### config.mk
export PLATFORM = sky130hd
export DESIGN_NAME = audio_dma_addrgen
export DESIGN_NICKNAME = d
export VERILOG_FILES = /design/src/rtl/adg_pkg.sv /design/src/rtl/adg_regs.sv /design/src/rtl/adg_burst_calc.sv /design/src/rtl/adg_walker.sv /design/src/rtl/audio_dma_addrgen.sv
export SDC_FILE = /design/constraint.sdc
export NUM_CORES = 1
export LEC_CHECK = 0
export BUFFER_PORTS_ARGS = -buffer_cell sky130_fd_sc_hd__buf_4
export CAP_MARGIN = 30
export CELL_PAD_IN_SITES_DETAIL_PLACEMENT = 1
export CELL_PAD_IN_SITES_GLOBAL_PLACEMENT = 1
export CORE_ASPECT_RATIO = 1.5
export CORE_MARGIN = 1.5
export CORE_UTILIZATION = 40
export CTS_CLUSTER_DIAMETER = 100
export DETAILED_ROUTE_END_ITERATION = 12
export PLACE_DENSITY_LB_ADDON = 0.1
export SETUP_SLACK_MARGIN = 0.2
export SYNTH_ARGS = -nofsm -noshare
export SYNTH_HDL_FRONTEND = slang
export SYNTH_SLANG_ARGS = --single-unit
### constraint.sdc
create_clock -name clk -period 8.87 [get_ports clk]
set_input_delay 0 -clock clk [delete_from_list [all_inputs] [get_ports clk]]
set_output_delay 0 -clock clk [all_outputs]
set_load 0.01 [all_outputs]
### src/rtl/adg_pkg.sv
// Shared constants and types for the audio DMA address generator.
// Assumes a 32-bit register bus addressed by byte offset.
package adg_pkg;
    localparam logic [4:0] OFS_BASE = 5'h00;
    localparam logic [4:0] OFS_PROT = 5'h04;
    localparam logic [4:0] OFS_PAGE = 5'h08;
    localparam logic [4:0] OFS_CFG  = 5'h0C;
    localparam logic [4:0] OFS_CTRL = 5'h10;
    localparam logic [4:0] OFS_ISR  = 5'h14;
    localparam logic [4:0] OFS_IER  = 5'h18;
    localparam logic [4:0] OFS_PTR  = 5'h1C;

    localparam int MAX_BURST_LOG = 7;
    localparam int LENW = MAX_BURST_LOG + 1;

    typedef enum logic [1:0] {
        ST_IDLE,
        ST_WAIT,
        ST_REQ,
        ST_XFER
    } walk_state_e;
endpackage

### src/rtl/adg_regs.sv
// Register file: start/protection addresses, limit code, burst config,
// masked-write control, W1C status and interrupt enable, pointer readback.
// Assumes AW <= 32 and that bnd_hit is a single-cycle pulse.
module adg_regs
    import adg_pkg::*;
#(
    parameter int AW = 32
) (
    input  logic          clk,
    input  logic          rst_n,
    input  logic          we,
    input  logic [4:0]    addr,
    input  logic [31:0]   wdata,
    output logic [31:0]   rdata,
    input  logic [AW-1:0] ptr,
    input  logic          bnd_hit,
    output logic [AW-1:0] base,
    output logic [AW-1:0] prot,
    output logic [3:0]    limit,
    output logic [2:0]    bcode,
    output logic [1:0]    tcode,
    output logic          en,
    output logic          dir,
    output logic          irq
);
    logic isr_q;
    logic ier_q;
    logic clr_isr;

    assign clr_isr = we && (addr == OFS_ISR) && wdata[0];

    // Configuration and control registers, control uses per-bit mask.
    always_ff @(posedge clk) begin
        if (!rst_n) begin
            base  <= '0;
            prot  <= '0;
            limit <= '0;
            bcode <= '0;
            tcode <= '0;
            en    <= 1'b0;
            dir   <= 1'b0;
            ier_q <= 1'b0;
        end else if (we) begin
            case (addr)
                OFS_BASE: base <= {wdata[AW-1:2], 2'b00};
                OFS_PROT: prot <= {wdata[AW-1:2], 2'b00};
                OFS_PAGE: limit <= wdata[7:4];
                OFS_CFG: begin
                    bcode <= wdata[2:0];
                    tcode <= wdata[5:4];
                end
                OFS_CTRL: begin
                    if (wdata[16]) en  <= wdata[0];
                    if (wdata[17]) dir <= wdata[1];
                end
                OFS_IER: ier_q <= wdata[0];
                default: ;
            endcase
        end
    end

    // Status flag: a new boundary hit wins over a same-cycle clear.
    always_ff @(posedge clk) begin
        if (!rst_n) isr_q <= 1'b0;
        else        isr_q <= bnd_hit | (isr_q & ~clr_isr);
    end

    assign irq = isr_q & ier_q;

    // Read multiplexer.
    always_comb begin
        rdata = '0;
        case (addr)
            OFS_BASE: rdata = 32'(base);
            OFS_PROT: rdata = 32'(prot);
            OFS_PAGE: rdata = {24'd0, limit, 4'd0};
            OFS_CFG:  rdata = {26'd0, tcode, 1'b0, bcode};
            OFS_CTRL: rdata = {30'd0, dir, en};
            OFS_ISR:  rdata = {31'd0, isr_q};
            OFS_IER:  rdata = {31'd0, ier_q};
            OFS_PTR:  rdata = 32'(ptr);
            default:  rdata = '0;
        endcase
    end
endmodule

### src/rtl/adg_burst_calc.sv
// Combinational burst sizing and threshold test. The burst is the
// smallest of the configured length, the dwords left before the
// protection address and the dwords left before the next limit boundary.
// Assumes FIFO_DEPTH >= 16 and limit codes up to 15 fit in AW bits.
module adg_burst_calc
    import adg_pkg::*;
#(
    parameter int AW         = 32,
    parameter int FIFO_DEPTH = 64,
    localparam int LVLW      = $clog2(FIFO_DEPTH + 1)
) (
    input  logic [AW-1:0]   ptr,
    input  logic [AW-1:0]   prot,
    input  logic [3:0]      limit,
    input  logic [2:0]      bcode,
    input  logic [1:0]      tcode,
    input  logic            dir,
    input  logic [LVLW-1:0] level,
    output logic [LENW-1:0] len,
    output logic [AW-1:0]   lim_mask,
    output logic            ready
);
    logic [AW-1:0]   rng;
    logic [AW-1:0]   to_bnd;
    logic [AW-1:0]   to_prot;
    logic [AW-1:0]   cap;
    logic [AW-1:0]   pick;
    logic [LVLW-1:0] avail;
    logic [4:0]      thr;

    // Distance limits and the resulting burst length.
    always_comb begin
        rng      = {{(AW-1){1'b0}}, 1'b1} << (5 + 32'(limit));
        lim_mask = rng - 1'b1;
        to_bnd   = (rng - (ptr & lim_mask)) >> 2;
        to_prot  = (prot > ptr) ? ((prot - ptr) >> 2) : {{(AW-1){1'b0}}, 1'b1};
        cap      = {{(AW-1){1'b0}}, 1'b1} << bcode;
        pick     = cap;
        if (to_prot < pick) pick = to_prot;
        if ((limit != 4'd0) && (to_bnd < pick)) pick = to_bnd;
        len = pick[LENW-1:0];
    end

    // Threshold on valid dwords (dir=1) or free dwords (dir=0).
    always_comb begin
        avail = dir ? level : (LVLW'(FIFO_DEPTH) - level);
        case (tcode)
            2'd0:    thr = 5'd1;
            2'd1:    thr = 5'd4;
            2'd2:    thr = 5'd8;
            default: thr = 5'd16;
        endcase
        ready = (32'(avail) >= 32'(thr));
    end
endmodule

### src/rtl/adg_walker.sv
// Pointer sequencer: waits for threshold, requests a burst, advances
// the pointer on each acknowledged dword, wraps at the protection
// address and pulses bnd_hit on each limit boundary crossing.
// Assumes dw_ack is only asserted for a granted burst.
module adg_walker
    import adg_pkg::*;
#(
    parameter int AW = 32
) (
    input  logic            clk,
    input  logic            rst_n,
    input  logic            en,
    input  logic [AW-1:0]   base,
    input  logic [AW-1:0]   prot,
    input  logic [3:0]      limit,
    input  logic [AW-1:0]   lim_mask,
    input  logic [LENW-1:0] calc_len,
    input  logic            calc_ready,
    input  logic            bus_gnt,
    input  logic            dw_ack,
    output logic [AW-1:0]   ptr,
    output logic            bus_req,
    output logic [LENW-1:0] bus_len,
    output logic            bnd_hit
);
    walk_state_e     st_q;
    logic [LENW-1:0] remain_q;
    logic [AW-1:0]   nxt;
    logic            bnd_next;

    assign nxt      = ptr + AW'(4);
    assign bnd_next = (limit != 4'd0) && ((nxt & lim_mask) == '0);
    assign bnd_hit  = (st_q == ST_XFER) && dw_ack && bnd_next;
    assign bus_req  = (st_q == ST_REQ);

    // State, pointer and burst bookkeeping.
    always_ff @(posedge clk) begin
        if (!rst_n) begin
            st_q     <= ST_IDLE;
            ptr      <= '0;
            remain_q <= '0;
            bus_len  <= '0;
        end else begin
            case (st_q)
                ST_IDLE: begin
                    if (en) begin
                        ptr  <= base;
                        st_q <= ST_WAIT;
                    end
                end
                ST_WAIT: begin
                    if (!en) begin
                        st_q <= ST_IDLE;
                    end else if (calc_ready) begin
                        bus_len <= calc_len;
                        st_q    <= ST_REQ;
                    end
                end
                ST_REQ: begin
                    if (!en) begin
                        st_q <= ST_IDLE;
                    end else if (bus_gnt) begin
                        remain_q <= bus_len;
                        st_q     <= ST_XFER;
                    end
                end
                ST_XFER: begin
                    if (dw_ack) begin
                        ptr      <= (nxt >= prot) ? base : nxt;
                        remain_q <= remain_q - 1'b1;
                        if (remain_q == LENW'(1)) st_q <= en ? ST_WAIT : ST_IDLE;
                    end
                end
                default: st_q <= ST_IDLE;
            endcase
        end
    end
endmodule

### src/rtl/audio_dma_addrgen.sv
// Top level: register file, burst sizing and pointer sequencer for one
// circular audio DMA stream. Assumes software does not change the
// start or protection address while transfers are enabled.
module audio_dma_addrgen
    import adg_pkg::*;
#(
    parameter int AW         = 32,
    parameter int FIFO_DEPTH = 64
) (
    input  logic                            clk,
    input  logic                            rst_n,
    input  logic                            reg_we,
    input  logic [4:0]                      reg_addr,
    input  logic [31:0]                     reg_wdata,
    output logic [31:0]                     reg_rdata,
    input  logic [$clog2(FIFO_DEPTH+1)-1:0] fifo_level,
    output logic                            bus_req,
    output logic [AW-1:0]                   bus_addr,
    output logic [LENW-1:0]                 bus_len,
    input  logic                            bus_gnt,
    input  logic                            dw_ack,
    output logic                            irq
);
    logic [AW-1:0]   base_q;
    logic [AW-1:0]   prot_q;
    logic [3:0]      limit_q;
    logic [2:0]      bcode_q;
    logic [1:0]      tcode_q;
    logic            ctrl_en;
    logic            ctrl_dir;
    logic [AW-1:0]   ptr_q;
    logic            bnd_hit;
    logic [LENW-1:0] calc_len;
    logic [AW-1:0]   lim_mask;
    logic            calc_ready;

    adg_regs #(.AW(AW)) regs_i (
        .clk(clk), .rst_n(rst_n), .we(reg_we), .addr(reg_addr),
        .wdata(reg_wdata), .rdata(reg_rdata), .ptr(ptr_q), .bnd_hit(bnd_hit),
        .base(base_q), .prot(prot_q), .limit(limit_q), .bcode(bcode_q),
        .tcode(tcode_q), .en(ctrl_en), .dir(ctrl_dir), .irq(irq)
    );

    adg_burst_calc #(.AW(AW), .FIFO_DEPTH(FIFO_DEPTH)) calc_i (
        .ptr(ptr_q), .prot(prot_q), .limit(limit_q), .bcode(bcode_q),
        .tcode(tcode_q), .dir(ctrl_dir), .level(fifo_level),
        .len(calc_len), .lim_mask(lim_mask), .ready(calc_ready)
    );

    adg_walker #(.AW(AW)) walk_i (
        .clk(clk), .rst_n(rst_n), .en(ctrl_en), .base(base_q), .prot(prot_q),
        .limit(limit_q), .lim_mask(lim_mask), .calc_len(calc_len),
        .calc_ready(calc_ready), .bus_gnt(bus_gnt), .dw_ack(dw_ack),
        .ptr(ptr_q), .bus_req(bus_req), .bus_len(bus_len), .bnd_hit(bnd_hit)
    );

    assign bus_addr = ptr_q;
endmodule

======== After elaboration in Yosys (flattened, before gate mapping) ========
Cells that the tools add are included.
W data, S select, Z words.
storage, ports and cells
  output and inout bits ................... 74
  bits of input ports ..................... 49
  bits in registers ....................... 123
  logic and storage cells ................. 100
cells by class
  reduce and logical (&&, ||, !) cells .... 24
  add/sub/neg operators ................... 7
  equality and inequality tests ........... 20
  order comparisons ....................... 5
  multiplexer cells ....................... 23
  bitwise logic cells ..................... 6
  shift-type cells ........................ 2
operator list
  operator                 number
  $pmux W32 S8             1
  $mux W32                 4
  $and A32 B32 Y32         2
  $pmux W32 S2             1
  $sub A32 B32 Y32         2
  $add A32 B3 Y32 const B  1
  $ge A32 B32 Y1           1
  $gt A32 B32 Y1           1
  $logic_not A32 Y1        1
  $lt A30 B32 Y1           1
  $lt A32 B32 Y1           1
  $mux W8                  4
  $shl A1 B3 Y32 const A   1
  $shl A1 B32 Y32 const A  1
  $sub A32 B1 Y32 const B  1
  $mux W30                 1
  $eq A5 B5 Y1 const B     4
  $pmux W8 S2              1
  $pmux W5 S3              1
  $mux W2                  7
  $reduce_and A3 Y1        4
  $eq A5 B4 Y1 const B     2
  $reduce_and A2 Y1        5
  $eq A8 B1 Y1 const B     1
  23 further kinds         38

======== Longest topological paths before layout ========
Gate-level depths: netlist of run 1.
  depth in word-level cells ............... 8
  gate-level depth with buffers ........... 35
  gate-level depth less buffers ........... 31

======== Hierarchy ========
Synthesis of run 1 repeated with hierarchy kept, for this count alone.
second synthesis, totals
  cell total of the unflattened synthesis .. 1,726
  area total of the unflattened synthesis .. 12,979.9 sq um
by module, submodules not included
  module          area an instance (sq um)  cells an instance  times used  seq. area each (sq um)
  adg_burst_calc  4,809.6                   724                1           0.0
  adg_walker      4,450.5                   608                1           1,001.0
  adg_regs        3,719.8                   394                1           1,461.4

======== Least setup slack after synthesis of run 1 ========
Ideal clock, no wire load.
  kind .................................... reg2reg
  from .................................... reg walk_i.ptr[14]
  to ...................................... reg walk_i.bus_len[6]
  arrival ................................. 6.227 ns
  required time ........................... 8.777 ns
  library setup time ...................... 0.093 ns
  stages on the path, launching flop included .. 35
  clock period less this slack ............ 6.320 ns
  buffers on the path ..................... 4
  slack ................................... 2.550 ns
  cell sequence ........................... dfxtp_1 clkbuf_1 inv_1 ha_1 clkbuf_1 and4_1 nand3_1 nor2_1 mux2_2 nand2b_1 clkbuf_1 nor2_1 ha_1 a21o_1 a21o_1 a21o_1 or3_1 nor4_2 nand4_1 nor4_2 o21a_2 a2bb2oi_1 ha_1 a21oi_1 nor2b_1 o21ai_0 o21ai_0 o21a_1 o31ai_1 and4_1 nand3b_1 o21ai_2 buf_6 nand4_1 o311ai_2
between the ends
  longest elaborated chain between the ends .. 7
  elaborated cells on any way between the ends .. 10
  those cells by class .................... add/sub: 2; order compare: 3; mux: 3; bitwise: 1; reduce/logical: 1
ends and longest elaborated chain
  element                                                    RTL line              text
  from (decl)                                                adg_walker.sv:21      output logic [AW-1:0] ptr,
  from (signal assigned)                                     adg_walker.sv:47      ptr <= base;
  from (signal assigned)                                     adg_walker.sv:69      ptr <= (nxt >= prot) ? base : nxt;
  $sub A32 B32 Y32 / $gt A32 B32 Y1 (equally long branches)  adg_burst_calc.sv:36  to_prot = (prot > ptr) ? ((prot - ptr) >> 2) : {{(AW-1){1'b0}}, 1'b1};
  $mux W30                                                   adg_burst_calc.sv:36
  $lt A32 B32 Y1                                             adg_burst_calc.sv:39  if (to_prot < pick) pick = to_prot;
  $mux W32                                                   adg_burst_calc.sv:39
  $lt A30 B32 Y1                                             adg_burst_calc.sv:40  if ((limit != 4'd0) && (to_bnd < pick)) pick = to_bnd;
  $logic_and A1 B1 Y1                                        adg_burst_calc.sv:40
  $mux W8 (*)                                                adg_burst_calc.sv:40
  to (signal assigned)                                       adg_walker.sv:55      bus_len <= calc_len;
  to (decl)                                                  adg_walker.sv:23      output logic [LENW-1:0] bus_len,
Mark *: on every way between the ends. The rest lies on a longest branch, timed or not.
A chain may end at the register's enable or synchronous reset.

======== Worst setup path after layout of run 1 ========
  from .................................... reg walk_i.ptr[13]
  to ...................................... reg walk_i.bus_len[6]
The elaborated chain is that of the path after synthesis.

==> impl_metrics.csv, run 1 <==
group,metric,value,unit
critical_path,worstPathRequired,9.23,ns
hold_path,holdPathStages,4,
floorplan,fp.dieH,209,um
power,clkPwrFrac,52.4,%
power,pwr-share-comb,13.0,%
synthesis,synthDistinctLibCells,77,
synthesis,ys_seq_area_share,21.5,%
timing,rsz0062_at_grt,"false",
floorplan,ios,123,
cts,path_clk_slew,0.07,ns
synthesis,synth_top_area_cell,"dfxtp_1",
floorplan,rows,75,
final_layout,n_antenna_cell,0,
critical_path,r2r_cells,29,
cts,cts_tree,"built",
global_routing,grt_max_degree,52,
cts,clockBufferDepth,2,
cts,cts_setup_buffers,0,
placed_design,port_buffers,120,
power,ir_drop,0.120,mV
synthesis,yosysMostFrequentCell,"nand2_1",
critical_path,r2r_setup_slack,1.22,ns
global_routing,busiest_layer,"met2",
drt,drc,0,
global_routing,grt_antenna_before_repair,0,
critical_path,arrival,8.01,ns
timing,finalMaxSlewViolations,0,
global_routing,gr-usage-met3,4.40,%
synthesis,async_flop_share,0,%
timing,setup-violations-final,0,
synthesis,synthCells,1586,
final_layout,drive_gt1_share,11.8,%
timing,hold_violations,0,
placed_design,finalWeightedCongestion,0.971,
synthesis,yosys-top-cells-count,"nand2_1 (234), a21oi_1 (159), dfxtp_1 (121)",
synthesis,netlist_area,11300,um2
global_routing,met1_usage,34.0,%
hold_path,hold_start,"dw_ack",
floorplan,initial_core_util,40.4,%
timing,fin_crit,7.65,ns
critical_path,cpMostUsedCell,"a21o_1",
final_layout,final_cells,2068,
cts,cts_buffers,17,
drt,wl,47700,um
placed_design,dp_cells,1998,
global_routing,grt_overflow,0,
power,power_leakage,5.63,nW
floorplan,die_area,29200,um2
drt,firstDrtPassIters,7,
global_routing,grt_pass1_wl,73900,um
cts,cts_resized,0,
drt,wl_per_cell,23.1,um
critical_path,cp_max_fo,13,
cts,clockRootBuffer,"clkbuf_16",
cts,clock_latency,0.45,ns
hold_path,hp-class,"in -> reg",
drt,drt_first_iter_violations,644,
power,power_density,117,nW/um2
final_layout,layout-area-overhead-vs-synth,20.2,%
global_routing,grt_pass1_vias,13300,
synthesis,ys_ff_latch,121,
timing,skew,0.00748,ns
synthesis,syn-mean-instance-area,7.11,um2
cts,htree_levels,4,
critical_path,critPathTopFamily,"compound AO/OA/AOI/OAI gates",
critical_path,max_stage_delay,0.59,ns
placed_design,pre_cts_ws,1.29,ns
critical_path,r2r-start,"walk_i.ptr[13]",
drt,ant_nets,0,
outcome,outcome,"finished clean",
critical_path,cp-start-kind,"flop",
timing,relSlewSlack,35.0,%
timing,tns,0,ns
global_routing,use_met2,63.3,%
critical_path,worstSetupPathType,"reg -> reg",
job,cap_viol_max_count,0,
synthesis,synth_area_leaders,"dfxtp_1 (21%), ha_1 (13%), nand2_1 (7.8%)",
placed_design,place_hpwl,36500,um
synthesis,synth_top_area_share,21.5,%
final_layout,nNetsFinal,1872,
timing,period_share,86.3,%
drt,vias,12500,
power,switching_share,26.5,%
synthesis,ys.flop_type,"dfxtp_1",
drt,via_per_inst,6.06,
power,p_seq_share,34.6,%
critical_path,crit_path_end_kind,"flop",
synthesis,yosys_warnings,0,
critical_path,r2r_end,"walk_i.bus_len[6]",
timing,whs,0.0297,ns
timing,worst_pin_slew,0.971,ns
power,total_power,0.00159,W
synthesis,synth-edff-count,0,
timing,timing.fmax,131,MHz
floorplan,core,27900,um2
hold_path,whs_endpoint,"walk_i.st_q[1]",
timing,final.setup.worst_slack,1.22,ns
critical_path,cp_slowest_cell,"dfxtp_1",
critical_path,cp_num_buf_inv,1,
cts,clock_sinks,121,
global_routing,track_usage,32.9,%
power,intPower,0.00117,W
power,p_sw,0.000420,W
floorplan,die_x,140,um
-- flip-flops by register name (all words and copies together) (netlist names) --
name and flops:
regs_i.base 30, regs_i.tcode 2, walk_i.bus_len 8, regs_i.prot 30, regs_i.dir 1, walk_i.st_q 2, regs_i.limit 4, walk_i.remain_q 8
regs_i.isr_q 1, walk_i.ptr 30, regs_i.bcode 3, regs_i.ier_q 1, regs_i.en 1
-- cell usage in the layout, fill, tap and decap left out, types with 30 or more instances in the layout --
cell type,synthesis,routed
nor2_1,100,98
inv_1,107,106
nand2_1,234,234
ha_1,114,114
dfxtp_1,121,121
xnor2_1,45,45
buf_4,2,136
nand3_1,74,74
a21o_1,30,30
dlygate4sd3_1,0,38
a21oi_1,159,158
o21ai_0,96,96
conb_1,2,30
-- routing by layer --
metal	vias up	wire length (um)	part of all wire, %
li1	5921	-	-
met1	6122	17900	38
met2	354	25500	54
met3	132	1880	3.9
met4	0	2360	4.9
met5	-	0	0
-- power groups by stage --
stage | Sequential [W] | Combinational [W] | Clock [W]
floorplan | 0.000559 | 0.000121 | 0
global placement | 0.000561 | 0.000186 | 0
detailed placement | 0.000561 | 0.000189 | 0
CTS | 0.000549 | 0.000203 | 0.000841
global route | 0.000549 | 0.000224 | 0.000860
finish | 0.000549 | 0.000206 | 0.000830
-- through the flow --
| stage | cell area (um2) | util [%] |
|---|---|---|
| 2_1_floorplan | 11400 | - |
| 5_1_grt | 13600 | 48.6 |
| 3_3_place_gp | 12500 | 44.7 |
| 4_1_cts | 13600 | 48.6 |
| 6_report | 13600 | 48.6 |
| 3_5_place_dp | 12500 | 44.8 |
-- area by class of cell --
type	instances	area (um2)
clock buffers	18	439
clock inverters	14	243
fillers	3517	14300
inverters	107	402
multi-input cells	1287	8180
flip-flops and latches	121	2420
well taps	346	433
repair buffers	175	1430
-- what timing repair did --
item | CTS | global route
hold endpoints to repair | 74 | 0
endpoints found under the setup margin | 0 | 0
hold buffers | 38 | 0
-- worst register-to-register path, delay by kind of cell (launching register included) --
family                     cells  cell delay (ns)
AOI/OAI and AO/OA             15             3.20
adders and majority gates      3             1.09
buffers and inverters          1             0.14
DFF                            1             0.59
and+or+nand+nor               10             2.54
-- worst max path at each step --
stage | startpoint | to | slack (ns) | depth (start not counted)
4_1_cts | walk_i.ptr[13] | walk_i.bus_len[6] | 1.27 | 29
3_3_place_gp | walk_i.ptr[2] | walk_i.bus_len[6] | 1.63 | 29
3_5_place_dp | walk_i.ptr[2] | walk_i.bus_len[6] | 1.29 | 29
5_1_grt | walk_i.ptr[2] | walk_i.bus_len[6] | 0.74 | 30
2_1_floorplan | walk_i.ptr[14] | walk_i.bus_len[6] | 2.55 | 34
6_report | walk_i.ptr[13] | walk_i.bus_len[6] | 1.22 | 29
-- cell families after synthesis --
kind of cell	count (synthesis)	synth area share, %
simple gates	577	24.3
compound gates	471	26.7
buf+inv	206	7.10
flops	121	21.5
fa+ha+maj	115	12.7
xor+xnor	70	5.44
mux	24	2.20
other cells	2	0.0666
Note: power is estimated with default switching activity, not from simulation.
==> run 2: changes to the inputs <==
--- a/config.mk
+++ b/config.mk
@@ -7,14 +7,12 @@
 export LEC_CHECK = 0
 export BUFFER_PORTS_ARGS = -buffer_cell sky130_fd_sc_hd__buf_4
 export CAP_MARGIN = 30
-export CELL_PAD_IN_SITES_DETAIL_PLACEMENT = 1
-export CELL_PAD_IN_SITES_GLOBAL_PLACEMENT = 1
 export CORE_ASPECT_RATIO = 1.5
 export CORE_MARGIN = 1.5
-export CORE_UTILIZATION = 40
+export CORE_UTILIZATION = 47
 export CTS_CLUSTER_DIAMETER = 100
 export DETAILED_ROUTE_END_ITERATION = 12
-export PLACE_DENSITY_LB_ADDON = 0.1
+export PLACE_DENSITY = 0.66
 export SETUP_SLACK_MARGIN = 0.2
 export SYNTH_ARGS = -nofsm -noshare
 export SYNTH_HDL_FRONTEND = slang
==> impl_metrics.csv, run 2 (same netlist as run 1, synthesis figures left out) <==
group,metric,value,unit
outcome,outcome,"finished clean",
critical_path,worstSetupPathType,"reg -> reg",
timing,rsz0062_at_grt,"false",
cts,cts_buffers,17,
final_layout,top_regs,"regs_i.base (30), regs_i.prot (30), walk_i.ptr (30)",
hold_path,hp-class,"in -> reg",
critical_path,cp_slowest_cell,"dfxtp_1",
critical_path,r2r_setup_slack,1.40,ns
drt,ant_nets,0,
job,cap_viol_max_count,0,
timing,skew,0.0163,ns
cts,cts_tree,"built",
drt,wl,42700,um
cts,htree_levels,4,
timing,period_share,84.3,%
drt,drc,0,
floorplan,fp.dieH,193,um
final_layout,nNetsFinal,1865,
global_routing,grt_antenna_before_repair,0,
floorplan,die_x,129,um
cts,hold_buffers,37,
cts,clock_sinks,121,
final_layout,layout.cells.most_common_list,"nand2_1 (232), a21oi_1 (158), buf_4 (130), dfxtp_1 (121), ha_1 (114)",
drt,via_per_inst,6.06,
critical_path,r2r-start,"walk_i.ptr[2]",
timing,setup-violations-final,0,
placed_design,port_buffers,120,
cts,cts_resized,0,
critical_path,crit_path_end_kind,"flop",
cts,cts_setup_buffers,0,
placed_design,place_hpwl,31500,um
timing,worst_pin_slew,0.877,ns
floorplan,core,23700,um2
global_routing,grt_overflow,0,
hold_path,hold_start,"dw_ack",
global_routing,grt_pass1_wl,64600,um
global_routing,track_usage,34.3,%
cts,clock_latency,0.45,ns
timing,relSlewSlack,41.3,%
final_layout,layout-area-overhead-vs-synth,18.5,%
drt,wl_per_cell,21.0,um
power,power_density,108,nW/um2
global_routing,grt_max_degree,91,
final_layout,final_cells,2034,
cts,clockRootBuffer,"clkbuf_16",
final_layout,drive_gt1_share,11.7,%
drt,drt_first_iter_violations,1026,
placed_design,finalWeightedCongestion,1.10,
final_layout,n_antenna_cell,0,
power,power_leakage,5.56,nW
floorplan,die_area,24900,um2
drt,vias,12300,
floorplan,ios,123,
floorplan,initial_core_util,47.7,%
critical_path,cp_max_fo,13,
floorplan,rows,69,
timing,fin_crit,7.47,ns
final_layout,fill_cells,2377,
timing,timing.fmax,134,MHz
critical_path,cp-start-kind,"flop",
critical_path,r2r_end,"walk_i.bus_len[1]",
timing,finalMaxSlewViolations,0,
critical_path,cpMostUsedCell,"a21o_1",
critical_path,arrival,7.81,ns
timing,hold_violations,0,
drt,firstDrtPassIters,6,
placed_design,dp_cells,1964,
hold_path,holdPathStages,4,
critical_path,max_stage_delay,0.55,ns
cts,path_clk_slew,0.06,ns
critical_path,r2r_cells,29,
global_routing,grt_pass1_vias,11700,
timing,tns,0,ns
power,ir_drop,0.140,mV
critical_path,worstPathRequired,9.21,ns
hold_path,whs_endpoint,"walk_i.st_q[0]",
cts,clockBufferDepth,2,
final_layout,final_common_cell,"nand2_1",
run 2: metal layers:
metal / global-route usage [%] / wire length [um] / share of wire [%] / vias to the layer above
met5: 0 / 0 / 0 / -
met2: 61.0 / 21300 / 50 / 501
met1: 36.3 / 15800 / 37 / 5773
met4: 23.7 / 2840 / 6.6 / 0
li1: - / - / - / 5901
met3: 5.96 / 2650 / 6.2 / 146
run 2: cell type report:
cell class,instances,area (um2),area share [%]
Clock buffer,19,453,3.39
Clock inverter,13,121,0.908
Inverter,107,402,3.01
Multi-Input combinational cell,1287,8190,61.3
Sequential cell,121,2420,18.1
Tap cell,319,399,2.99
Timing Repair Buffer,168,1370,10.3
run 2: report_power, final:
group | total (W) | switching (W) | internal, W
combinational | 0.000201 | 0.000117 | 0.0000838
clock | 0.000697 | 0.000296 | 0.000402
sequential | 0.000549 | 0.00000331 | 0.000546
run 2: worst max path at each step:
stage | end | cells after the start | start | slack (ns)
after floorplan | walk_i.bus_len[6] | 34 | walk_i.ptr[14] | 2.55
after global placement | walk_i.bus_len[6] | 29 | walk_i.ptr[2] | 1.74
after global routing | walk_i.bus_len[1] | 30 | walk_i.ptr[2] | 0.85
after CTS | walk_i.bus_len[1] | 29 | walk_i.ptr[2] | 1.49
final | walk_i.bus_len[1] | 29 | walk_i.ptr[2] | 1.40
after detailed placement | walk_i.bus_len[6] | 29 | walk_i.ptr[2] | 1.51
run 2: worst max-delay path: cells and delay by family (launching register included):
family                   cells  cell delay, ns
AO/OA/AOI/OAI               14            2.96
flip-flops                   1            0.55
adder cells (fa/ha/maj)      3            1.11
AND/OR/NAND/NOR             11            2.64
buffers and inverters        1            0.13
run 2: stage by stage:
stage                     utilization (%)  hold slack [ns]  setup slack [ns]  instance area [um2]  power [W]
final                                56.5           0.0242              1.40                13400    0.00145
after global routing                 56.5           0.0653             0.846                13400    0.00149
after CTS                            56.4          0.00833              1.49                13300    0.00145
after detailed placement             52.4            0.266              1.51                12400   0.000742
after global placement               52.4            0.257              1.74                12400   0.000742
after floorplan                         -           0.0507              2.55                11400   0.000681
==> run 3: changes to the inputs <==
--- a/config.mk
+++ b/config.mk
@@ -5,6 +5,7 @@
 export SDC_FILE = /design/constraint.sdc
 export NUM_CORES = 1
 export LEC_CHECK = 0
+export ABC_AREA = 1
 export BUFFER_PORTS_ARGS = -buffer_cell sky130_fd_sc_hd__buf_4
 export CAP_MARGIN = 30
 export CORE_ASPECT_RATIO = 1.5
@@ -12,7 +13,7 @@
 export CORE_UTILIZATION = 47
 export CTS_CLUSTER_DIAMETER = 100
 export DETAILED_ROUTE_END_ITERATION = 12
-export PLACE_DENSITY = 0.66
+export PLACE_DENSITY = 0.69
 export SETUP_SLACK_MARGIN = 0.2
 export SYNTH_ARGS = -nofsm -noshare
 export SYNTH_HDL_FRONTEND = slang
==> constraint.sdc (replaced) <==
create_clock -name clk -period 6 [get_ports clk]
set_input_delay 0 -clock clk [delete_from_list [all_inputs] [get_ports clk]]
set_output_delay 0 -clock clk [all_outputs]
set_load 0.01 [all_outputs]
==> impl_metrics.csv, run 3 <==
group,metric,value,unit
final_layout,final_common_cell,"nand2_1",
synthesis,synth_top_area_share,20.5,%
placed_design,place_hpwl,34400,um
timing,skew,0.0118,ns
critical_path,max_stage_delay,0.44,ns
drt,vias,13100,
floorplan,die_x,132,um
final_layout,layout.cells.most_common_list,"nand2_1 (439), inv_1 (330), a21oi_1 (176), nor2_1 (150), buf_4 (141)",
final_layout,layout-area-overhead-vs-synth,20.4,%
global_routing,grt_pass1_wl,66400,um
power,p_sw,0.000826,W
power,clkPwrFrac,43.1,%
power,pwr-share-comb,24.5,%
timing,timing.fmax,191,MHz
drt,wl_per_cell,17.7,um
final_layout,n_antenna_cell,0,
floorplan,ios,123,
power,total_power,0.00252,W
drt,firstDrtPassIters,10,
cts,cts_tree,"built",
cts,path_clk_slew,0.06,ns
synthesis,ys_seq_area_share,20.5,%
critical_path,worstSetupPathType,"reg -> reg",
synthesis,yosys-top-cells-count,"nand2_1 (440), inv_1 (330), a21oi_1 (176)",
timing,setup-violations-final,0,
cts,clockRootBuffer,"clkbuf_16",
critical_path,cpMostUsedCell,"nand2_1",
synthesis,synth_area_leaders,"dfxtp_1 (21%), nand2_1 (14%), ha_1 (12%)",
synthesis,synth-edff-count,0,
placed_design,dp_cells,2341,
timing,fin_crit,5.24,ns
global_routing,track_usage,32.7,%
drt,drt_first_iter_violations,775,
critical_path,arrival,5.59,ns
final_layout,final_cells,2410,
synthesis,synthCells,1902,
cts,clock_sinks,121,
outcome,outcome,"finished clean",
synthesis,async_flop_share,0,%
drt,ant_nets,0,
timing,finalMaxSlewViolations,0,
placed_design,port_buffers,120,
timing,worst_pin_slew,1.03,ns
critical_path,cp_slowest_cell,"dfxtp_2",
global_routing,grt_overflow,0,
power,power_leakage,7.09,nW
timing,rsz0062_at_grt,"false",
drt,wl,42700,um
cts,cts_buffers,17,
final_layout,multi_input_area,8000,um2
final_layout,drive_gt1_share,12.7,%
job,cap_viol_max_count,0,
power,p_seq_share,32.4,%
timing,whs,0.160,ns
floorplan,fp.dieH,197,um
cts,clockBufferDepth,2,
power,switching_share,32.7,%
drt,via_per_inst,5.44,
critical_path,crit_path_end_kind,"flop",
final_layout,nNetsFinal,2236,
final_layout,fill_cells,2461,
timing,relSlewSlack,30.8,%
synthesis,yosysMostFrequentCell,"nand2_1",
power,ir_drop,0.223,mV
synthesis,yosys_warnings,0,
synthesis,syn-mean-instance-area,6.21,um2
power,intPower,0.00170,W
synthesis,ys.flop_type,"dfxtp_1",
final_layout,top_regs,"regs_i.base (30), regs_i.prot (30), walk_i.ptr (30)",
global_routing,grt_max_degree,90,
critical_path,worstPathRequired,6.34,ns
global_routing,grt_pass1_vias,12800,
cts,clock_latency,0.43,ns
timing,tns,0,ns
synthesis,ys_ff_latch,121,
timing,period_share,87.4,%
power,power_density,178,nW/um2
floorplan,die_area,26100,um2
timing,hold_violations,0,
synthesis,netlist_area,11800,um2
hold_path,hp-class,"in -> reg",
critical_path,cp_max_fo,10,
floorplan,rows,70,
drt,drc,0,
cts,htree_levels,4,
final_layout,seqCellArea,2430,um2
synthesis,synthDistinctLibCells,57,
floorplan,initial_core_util,48.2,%
synthesis,synth_top_area_cell,"dfxtp_1",
global_routing,grt_antenna_before_repair,0,
placed_design,finalWeightedCongestion,1.03,
floorplan,core,24500,um2
critical_path,cp-start-kind,"flop",
==> run 3: power groups by stage <==
stage	Combinational [W]	Sequential (W)	Clock [W]
global placement	0.000578	0.000835	0
CTS	0.000609	0.000817	0.00110
detailed placement	0.000590	0.000835	0
finish	0.000618	0.000818	0.00109
floorplan	0.000451	0.000832	0
global route	0.000694	0.000818	0.00112
==> run 3: cells by family after synthesis <==
group / after synthesis / synth area share (%)
compound gates: 406 / 19.9
xor+xnor: 61 / 4.52
fa+ha+maj: 114 / 12.1
buf+inv: 401 / 13.0
flops: 121 / 20.5
other cells: 2 / 0.0636
simple gates: 797 / 29.9
==> run 3: worst paths after layout <==
path | start | end | slack [ns] | cells after the start
hold reg to reg | walk_i.remain_q[5] | walk_i.remain_q[5] | 0.48 | 2
setup reg to reg | regs_i.limit[3] | walk_i.bus_len[4] | 0.76 | 38
setup / recovery | regs_i.limit[3] | walk_i.bus_len[4] | 0.76 | 38
hold / removal | fifo_level[6] | walk_i.st_q[1] | 0.16 | 7
==> run 3: layout make-up <==
type / instances / share of cell area, %
well taps: 324 / 2.85
multi-input cells: 1408 / 56.3
clock buffers: 17 / 2.99
inverters: 345 / 9.13
clock inverters: 15 / 1.33
repair buffers: 180 / 10.4
flip-flops and latches: 121 / 17.1
==> run 3: critical path, delay by kind of cell (launching register included) <==
family	cells	cell delay, ns
and+or+nand+nor	22	1.91
adders and majority gates	2	0.54
buffers and inverters	3	0.54
DFF	1	0.44
AOI/OAI and AO/OA	11	1.73
==> run 3: per-layer routing <==
| layer | vias up | wire [um] | global-route usage, % |
|---|---|---|---|
| met5 | - | 0 | 0 |
| met4 | 0 | 3500 | 24.9 |
| met3 | 156 | 2000 | 5.00 |
| met2 | 459 | 21900 | 61.2 |
| met1 | 5982 | 15200 | 32.3 |
| li1 | 6508 | - | - |
==> run 3: repair_timing <==
| item | CTS | global route |
|---|---|---|
| hold buffers | 37 | 0 |
| setup endpoints to repair | 0 | 8 |
| endpoints found under the hold margin | 74 | 0 |
| setup buffers | 0 | 0 |
| gates resized for setup | 0 | 6 |
==> run 3: through the flow <==
stage	cell area (um2)	utilization, %	setup WS (ns)
2_1_floorplan	11900	-	1.01
3_3_place_gp	13200	53.7	0.632
3_5_place_dp	13200	53.9	0.425
4_1_cts	14200	57.9	0.398
5_1_grt	14200	58.0	0.247
6_report	14200	58.0	0.757
